[config.mk]
export PLATFORM = sky130hd
export DESIGN_NAME = dram_seq
export DESIGN_NICKNAME = d
export VERILOG_FILES = /design/src/rtl/dram_seq.sv
export SDC_FILE = /design/constraint.sdc
export NUM_CORES = 1
export LEC_CHECK = 0
export ABC_CLOCK_PERIOD_IN_PS = 4700
export BUFFER_PORTS_ARGS = -buffer_cell sky130_fd_sc_hd__buf_4
export CORE_UTILIZATION = 56
export DETAILED_ROUTE_END_ITERATION = 10
export GPL_ROUTABILITY_DRIVEN = 0
export GPL_TIMING_DRIVEN = 0
export PLACE_DENSITY = 0.83
export SYNTH_ARGS = -nofsm -noshare
export SYNTH_HDL_FRONTEND = slang
export SYNTH_SLANG_ARGS = --single-unit
[constraint.sdc]
create_clock -name clk -period 4.7 [get_ports clk]
set_input_delay 0.235 -clock clk [delete_from_list [all_inputs] [get_ports clk]]
set_output_delay 0.235 -clock clk [all_outputs]
set_load 0.05 [all_outputs]
[src/rtl/dram_seq.sv]
module dram_seq #(
  parameter int CLK_NS = 5,
  parameter int ROW_W  = 12,
  parameter int COL_W  = 10,
  parameter int DQ_W   = 4,
  parameter int CNT_W  = 8,
  parameter int RC_NS  = 130,
  parameter int RWC_NS = 181,
  parameter int RAS_NS = 70,
  parameter int RP_NS  = 50,
  parameter int CAS_NS = 18,
  parameter int RCD_NS = 20,
  parameter int RAH_NS = 10,
  parameter int CAH_NS = 15,
  parameter int RAC_NS = 70,
  parameter int CAC_NS = 18,
  parameter int CWD_NS = 46,
  parameter int RWD_NS = 98,
  parameter int OED_NS = 18,
  parameter int CWL_NS = 18,
  parameter int WP_NS  = 10,
  parameter int CSR_NS = 5,
  parameter int CHR_NS = 10
) (
  input  logic                   clk,
  input  logic                   rst_n,
  input  logic                   req,
  input  logic                   we,
  input  logic                   rmw,
  input  logic [ROW_W+COL_W-1:0] addr,
  input  logic [DQ_W-1:0]        wdata,
  output logic                   ack,
  output logic [DQ_W-1:0]        rdata,
  input  logic                   ref_req,
  output logic                   ref_done,
  output logic                   ras_n,
  output logic                   cas_n,
  output logic                   we_n,
  output logic                   oe_n,
  output logic [ROW_W-1:0]       ma,
  output logic [DQ_W-1:0]        dq_out,
  output logic                   dq_oe,
  input  logic [DQ_W-1:0]        dq_in
);

  function automatic int cyc(int ns);
    int c;
    c = (ns + CLK_NS - 1) / CLK_NS;
    return (c < 1) ? 1 : c;
  endfunction

  function automatic int mx(int a, int b);
    return (a > b) ? a : b;
  endfunction

  localparam int T_RAH     = cyc(RAH_NS);
  localparam int L_COLS    = mx(cyc(RCD_NS) - T_RAH, 1);
  localparam int T_RCD     = T_RAH + L_COLS;
  localparam int T_RAS     = cyc(RAS_NS);
  localparam int L_CAS     = mx(mx(cyc(CAS_NS), cyc(CAC_NS)),
                                mx(cyc(CAH_NS), mx(T_RAS, cyc(RAC_NS)) - T_RCD));
  localparam int L_OED     = cyc(OED_NS);
  localparam int L_WRL     = mx(cyc(CWL_NS), cyc(WP_NS));
  localparam int L_RMWRD   = mx(mx(mx(cyc(CAC_NS), cyc(RAC_NS) - T_RCD), cyc(CWD_NS) - L_OED),
                                mx(cyc(RWD_NS) - T_RCD - L_OED, T_RAS - T_RCD - L_OED - L_WRL));
  localparam int L_PRE_RW  = mx(cyc(RP_NS), cyc(RC_NS) - T_RCD - L_CAS - 2);
  localparam int L_PRE_RMW = mx(cyc(RP_NS), cyc(RWC_NS) - T_RCD - L_RMWRD - L_OED - L_WRL - 2);
  localparam int L_CSR     = cyc(CSR_NS);
  localparam int L_CHR     = cyc(CHR_NS);
  localparam int L_CBRH    = mx(T_RAS - L_CHR, 1);
  localparam int L_PRE_CBR = mx(cyc(RP_NS), cyc(RC_NS) - L_CHR - L_CBRH - 2);

  typedef enum logic [3:0] {
    S_IDLE, S_ROWS, S_ROWH, S_COLS, S_CASL, S_OED, S_WRL, S_PRE, S_CBRC, S_CBRR, S_CBRH
  } st_t;
  typedef enum logic [1:0] {OP_RD, OP_WR, OP_RMW} op_t;

  st_t              state, nxt;
  op_t              op;
  logic [CNT_W-1:0] cnt;
  logic [ROW_W-1:0] row_q;
  logic [COL_W-1:0] col_q;
  logic [DQ_W-1:0]  wd_q;
  logic             adv;
  int               len;

  always_comb begin
    nxt = state;
    len = 1;
    adv = (state == S_IDLE) ? (ref_req | req) : (cnt == '0);
    case (state)
      S_IDLE: begin nxt = ref_req ? S_CBRC : S_ROWS; len = ref_req ? L_CSR : 1; end
      S_ROWS: begin nxt = S_ROWH; len = T_RAH; end
      S_ROWH: begin nxt = S_COLS; len = L_COLS; end
      S_COLS: begin nxt = S_CASL; len = (op == OP_RMW) ? L_RMWRD : L_CAS; end
      S_CASL: begin nxt = (op == OP_RMW) ? S_OED : S_PRE; len = (op == OP_RMW) ? L_OED : L_PRE_RW; end
      S_OED:  begin nxt = S_WRL; len = L_WRL; end
      S_WRL:  begin nxt = S_PRE; len = L_PRE_RMW; end
      S_PRE:  begin nxt = S_IDLE; len = 1; end
      S_CBRC: begin nxt = S_CBRR; len = L_CHR; end
      S_CBRR: begin nxt = S_CBRH; len = L_CBRH; end
      S_CBRH: begin nxt = S_PRE; len = L_PRE_CBR; end
      default: begin nxt = S_IDLE; len = 1; end
    endcase
  end

  always_ff @(posedge clk) begin
    if (!rst_n) begin
      state    <= S_IDLE;
      cnt      <= '0;
      op       <= OP_RD;
      row_q    <= '0;
      col_q    <= '0;
      wd_q     <= '0;
      rdata    <= '0;
      ack      <= 1'b0;
      ref_done <= 1'b0;
    end else begin
      ack      <= 1'b0;
      ref_done <= adv && state == S_CBRH;
      if (adv) begin
        state <= nxt;
        cnt   <= CNT_W'(len - 1);
      end else if (state != S_IDLE) begin
        cnt <= cnt - 1'b1;
      end
      if (adv && state == S_IDLE && !ref_req) begin
        op    <= rmw ? OP_RMW : (we ? OP_WR : OP_RD);
        row_q <= addr[ROW_W+COL_W-1:COL_W];
        col_q <= addr[COL_W-1:0];
        wd_q  <= wdata;
      end
      if (adv && state == S_CASL) begin
        if (op != OP_WR)  rdata <= dq_in;
        if (op != OP_RMW) ack   <= 1'b1;
      end
      if (adv && state == S_WRL) ack <= 1'b1;
    end
  end

  wire early_wr = (op == OP_WR) && (state == S_COLS || state == S_CASL);

  assign ras_n  = !(state inside {S_ROWH, S_COLS, S_CASL, S_OED, S_WRL, S_CBRR, S_CBRH});
  assign cas_n  = !(state inside {S_CASL, S_OED, S_WRL, S_CBRC, S_CBRR});
  assign we_n   = !(early_wr || state == S_WRL);
  assign oe_n   = !(op != OP_WR && state == S_CASL);
  assign dq_oe  = early_wr || state == S_WRL;
  assign dq_out = wd_q;
  assign ma     = (state == S_ROWS || state == S_ROWH) ? row_q : ROW_W'(col_q);

  logic [CNT_W-1:0] ras_lo;
  always_ff @(posedge clk) begin
    if (!rst_n)      ras_lo <= '0;
    else if (!ras_n) ras_lo <= ras_lo + 1'b1;
    else             ras_lo <= '0;
  end

  AST_ACK_ONE_CLK: assert property (@(posedge clk) disable iff (!rst_n) ack |=> !ack);
  AST_ROW_HELD: assert property (@(posedge clk) disable iff (!rst_n)
    (T_RAH > 1) && $fell(ras_n) |=> $stable(ma));
  AST_REF_W_HIGH: assert property (@(posedge clk) disable iff (!rst_n)
    (!cas_n && ras_n) |-> (we_n && oe_n));
  AST_RAS_LOW_MIN: assert property (@(posedge clk) disable iff (!rst_n)
    $rose(ras_n) |-> ras_lo >= CNT_W'(T_RAS));
  AST_REF_AT_BOUNDARY: assert property (@(posedge clk) disable iff (!rst_n)
    $fell(cas_n) && ras_n |-> $past(ras_n) && $past(cas_n));
  AST_NO_DRIVE_ON_READ: assert property (@(posedge clk) disable iff (!rst_n)
    dq_oe |-> oe_n);

endmodule

* Word-level counts from Yosys, hierarchy flattened
Index checks and enable logic that the tools add are counted.
** Word-level totals
- Bits in registers :: 46
- Input bits :: 36
- Output and inout port bits :: 27
- Logic and storage cells :: 64
** Cells by class
- $add $sub $neg :: 2
- Equal/unequal tests :: 13
- Multiplexer cells :: 15
- Bitwise gates (word level) :: 1
- Reduce and logical (&&, ||, !) cells :: 24
** Operator list (number)
- 4-bit case mux with 9 select lines :: 1
- 4-bit case mux with 7 select lines :: 1
- 8-bit two-way mux :: 2
- 4-bit by 3-bit equality test with 1-bit output, second input constant :: 3
- 4-bit equality test, second input constant :: 3
- 12-bit two-way mux :: 1
- 4-bit by 2-bit equality test with 1-bit output, second input constant :: 2
- 8-bit logical NOT :: 1
- 4-bit two-way mux :: 2
- 8-bit by 1-bit subtractor with 8-bit output, second input constant :: 1
- 8-bit by 2-bit subtractor with 8-bit output, second input constant :: 1
- 1-bit logical AND :: 7
- 7-bit nonzero test :: 1
- 1-bit logical NOT :: 5
- 1-bit two-way mux :: 5
- 5-bit nonzero test :: 1
- 4-bit by 1-bit equality test with 1-bit output, second input constant :: 1
- 4-bit logical NOT :: 1
- 2-bit two-way mux :: 2
- 4-bit nonzero test :: 1
- 1-bit logical OR :: 3
- 3-bit two-way mux :: 1
- 3-bit OR reduction :: 1
- 2-bit by 1-bit equality test with 1-bit output, second input constant :: 1
- other kinds (7) :: 7

* Depth between registers and ports, before layout
- Word-level depth :: 5
- Depth in mapped cells :: 9
- Depth with buffers taken out :: 8

* Worst setup path after synthesis
Ideal clock, no wire load.
- Path kind :: register to register
- Start point :: register state[3]
- End point :: register cnt[2]
- Setup time :: 118 ps
- Arrival :: 1961 ps
- Required time :: 4582 ps
- Path slack :: 2622 ps
- Stages on the path, launching flop included :: 9
- Buffers on the path :: 2
- Clock period less this slack :: 2078 ps
- Path through :: dfxtp_1 -> clkbuf_1 -> nor4_1 -> buf_2 -> a221oi_1 -> ha_1 -> a21oi_1 -> or4b_1 -> o2111a_1
** Between the ends
- Cells in the longest elaborated chain, start to end :: 5
- Elaborated cells on any way between the ends :: 17
- Classes of those cells :: 1 x add/sub; 9 x eq/ne; 3 x mux; 4 x reduce/logical
** Ends and longest elaborated chain
- from (decl) :: line 78 : st_t state, nxt;
- from (signal assigned) :: line 122 : state <= nxt;
- 4-bit by 2-bit equality test with 1-bit output (tied with other cells) :: line 91 : case (state)
- 3-bit OR reduction (no source line)
- 4-bit case mux with 7 select lines :: line 91
- 8-bit by 2-bit subtractor with 8-bit output :: line 123 : cnt <= CNT_W'(len - 1);
- 8-bit two-way mux :: line 121 : if (adv) begin
- to (signal assigned) :: line 123
- to (signal assigned) :: line 125 : cnt <= cnt - 1'b1;
- to (decl) :: line 80 : logic [CNT_W-1:0] cnt;
Parallel ways exist; a longest one is shown, timed or not.
A chain may end at the register's enable or synchronous reset.

* Final worst setup path
- Start point :: register state[1]
- End point :: output ma[1]
** Between the ends
- Cells in the longest elaborated chain, start to end :: 3
- Elaborated cells on any way between the ends :: 4
- Classes of those cells :: 2 x eq/ne; 1 x mux; 1 x reduce/logical
** Ends and longest elaborated chain
- 4-bit by 1-bit equality test with 1-bit output / 4-bit by 2-bit equality test with 1-bit output (equally long branches) :: line 149 : assign ma = (state == S_ROWS || state == S_ROWH) ? row_q : ROW_W'(col_q);
- 1-bit logical OR * :: line 149
- 12-bit two-way mux * :: line 149
- to (decl) :: line 40 : output logic [ROW_W-1:0] ma,
Every way passes the cells marked *; elsewhere a longest branch is shown, timed or not.

==> out/summary.md <==
The flow ran to the end, and the final reports show no timing, DRC or antenna violations. The routed length per placed instance is 14.6 µm, and the reported leakage power is 1.24 nW. Input and output buffers added on the ports amount to 61. Clock root buffer: clkbuf_8. When the netlist entered floorplanning its net count stood at 341. Total inserted antenna cells: 0. The number of different library cells used by synthesis comes to 55. The power density relative to cell area is 582 nW/µm², and the final setup violation count is 0. The headroom to the max-slew limit came out at 0.438. The run gives 3.73 ps as the final setup skew. The transition time at the pin with the least slew margin works out to 835 ps. The width of the die was 67.5 µm; the final critical path time including I/O delays and setup was 2640 ps. For the worst setup path, the data required time is 4470 ps.

The net count reported at finish came out at 409. The top fanout value on the critical path works out to 10. Among all stages on the critical path, the largest delay is contributed by dfxtp_1. Leaving out fill and tap cells, the most frequent cell in the layout is nand2_1.

In the routed design, unresolved DRC markers number 0. Among cell families on the critical path, the largest total delay comes from buffers and inverters. Ranked by total cell area, the synthesized netlist is headed by dfxtp_1 38%, nand2_1 9.7%, a21oi_1 8.8%. The via count of the first global-routing pass was 2270; the area growth from synthesis to layout was 26.1%. For this block, the initial DRC count from the detailed router was 212.

The number of hold-slack violations in the final timing report came out at 0. The final antenna-violating net count is 0. The initial antenna violation count is 0, and the count of hold buffers inserted by post-cts repair is 0. Dividing the synthesized area by the synthesized cell count gives 7.95 µm². The floorplan step defined a die boundary enclosing 4550 µm².

The leading register cell type out of synthesis is dfxtp_1. STA classifies the critical path startpoint as a register. The buffer levels on the longest clock path was 2; the maximum number of pins on one net before global-route repair was 14. The leftover overflow at the end of global routing came out at 0. The number of buffers inserted by post-CTS setup repair was 0.

The clock network latency to the later pin of the worst-skew pair is 290 ps. The largest stage delay on the critical path was 470 ps. For the final routed database, the setup TNS stands at 0 ps.

Once layout is complete, the cells apart from fillers number 421. Buffers inserted during clock tree synthesis total 5. The fraction of final layout cells sized beyond drive strength 1 came out at 0.251. Setup slack on the critical path of the routed design comes to 2060 ps.

Across the VDD grid, the largest voltage drop is 0.000455 V. The tool flagged a number of max-cap violations equal to 0. After detailed routing, no signal wire sits above met4. The number of slew-limit violations in the final report was 0. The overall power consumption is 1.76 mW. The number of synthesized flops with an enable pin works out to 0. The startpoint of the lowest-slack hold path is addr[19]. The tools report the startpoint of the worst register-to-register path as state[1]$_SDFFE_PN0N_. The total routing usage reported by global routing is 0.292, and the flip-flop and latch count after synthesis is 46. The logs give 0.746 for the fraction of the core area covered by cells at the end of the flow and 46 for the number of clock sinks seen by CTS.

In the layout the commonest cells are 62 x nand2_1, 61 x buf_4, 46 x dfxtp_1, 42 x a21oi_1. The worst hold path was traced through 3 stages. For the first-pass iteration count of the detailed router, the log shows 5. Walking the worst path, the cells encountered are clkbuf_1 -> xor2_1 -> nand2_1 -> mux2_2 -> buf_4. The worst hold-check path type is primary input to register. In the synthesized netlist, the number of instances is 302. The cell count of the worst reg-to-reg path works out to 9.

The number of I/O pins was 63. Tracing the worst setup path back leads to its startpoint at state[1]$_SDFFE_PN0N_. For this run, the number of Yosys warnings is 0. Post-CTS repair changed the size of 0 cells. Wire segments on met2 add up to 2.88 mm in the final route. In the detailed route, the total length drawn on met3 is 477 µm. The proportion of register bits with asynchronous set or reset after synthesis is 0, and the clock transition time at the flip-flop clock pins of the worst setup and hold paths is 80 ps. The cell type with the largest total area after synthesis was dfxtp_1.

Setup repair after global routing left no endpoint under its margin. The critical path contains buffers and inverters numbering 2 combined. The run gives 2 as the total number of H-tree levels. Endpoint class of the critical path: a primary output. The run gives 0.592 as the initial core utilization. The vias after detailed routing is 2452. TritonCTS built the clock tree. Data on the critical path arrives at its endpoint at 2410 ps. The top cell type's share of synthesized area is 0.384.

Before CTS, the worst setup slack after placement is 2310 ps. The average vias per placed instance was 5.82. The tools report the post-synthesis instance area as 2400 µm².

Standard-cell row count: 23. The period utilization is 0.562, and the wire length of the first global-routing pass is 10.0 mm. Detailed placement ended at an HPWL of 4.41 mm. The sequential share of the synthesized area was 0.384; the core area was 4060 µm².

The maximum achievable frequency is 378 MHz. The critical path start-end classification is register to primary output. Counting buffers and inverters, the worst setup path is 5 cells deep. Once placement completed, the tool counted placed cells totaling 413.

The met1 routed wirelength after detailed routing is 2.65 mm, and the overall die height is 67.5 µm. The total detailed-routing wirelength is 6.14 mm.
[cells by family after synthesis]
family          share of synthesized area
buf+inv                            0.0563
flops                               0.384
compound gates                      0.203
other cells                       0.00156
mux                                0.0558
xor+xnor                           0.0109
fa+ha+maj                          0.0156
simple gates                        0.274
[cell usage after synthesis, types with 2 or more instances]
cell	count
buf_2	3
mux2_2	11
and2_1	2
a21o_1	3
dfxtp_1	46
a31oi_1	4
nand2_1	62
nor2_1	15
nor3b_1	2
nand2b_1	3
xor2_1	2
a21boi_0	5
nand3b_1	2
and3_1	3
nor3_1	6
o21ai_0	13
a21oi_1	42
a211oi_1	2
nand4_1	3
nor2b_1	6
nor4_1	4
ha_1	3
clkbuf_1	13
inv_1	7
buf_6	4
a22oi_1	2
nand3_1	6
[through the flow]
stage / hold slack (ps) / area, µm²
2_1_floorplan: 371 / 2400
3_3_place_gp: 439 / 2920
3_5_place_dp: 445 / 2920
4_1_cts: 176 / 3030
5_1_grt: 175 / 3030
6_report: 181 / 3030
[state kept, by name, summed over array words and instances, names as in the netlist]
signal	cells
cnt	8
row_q	12
rdata	4
state	4
op	2
dq_out	4
ack	1
col_q	10
ref_done	1
[power by group]
part	switching [mW]	internal, mW	total, mW
logic	0.595	0.353	0.948
clock network	0.129	0.159	0.288
registers	0.0589	0.466	0.525
total	0.783	0.979	1.76
[worst min-delay path: stages]
cell     delay [ps]
buf_4           110
nand2_1          40
a21oi_1          50
[cell type report]
class	instances	area [µm²]
buffer	20	109
clock inverter	1	30.0
clock buffer	7	76.3
timing repair buffer	61	458
sequential	46	921
fill	356	1030
tap	50	62.6
inverter	7	26.3
multi-input combinational	229	1350
[metal layers]
layer,GRT usage,vias up
met3,0.0659,12
li1,-,1200
met5,0,-
met2,0.474,111
met4,0.114,0
met1,0.372,1129
[final timing paths]
check	to	slack [ps]
max	ma[1]	2060
min	row_q[9]$_SDFFE_PN0P_	180
max reg2reg	cnt[2]$_SDFFE_PN0P_	2170
min reg2reg	row_q[11]$_SDFFE_PN0P_	450
(Power assumes the default switching activity.)
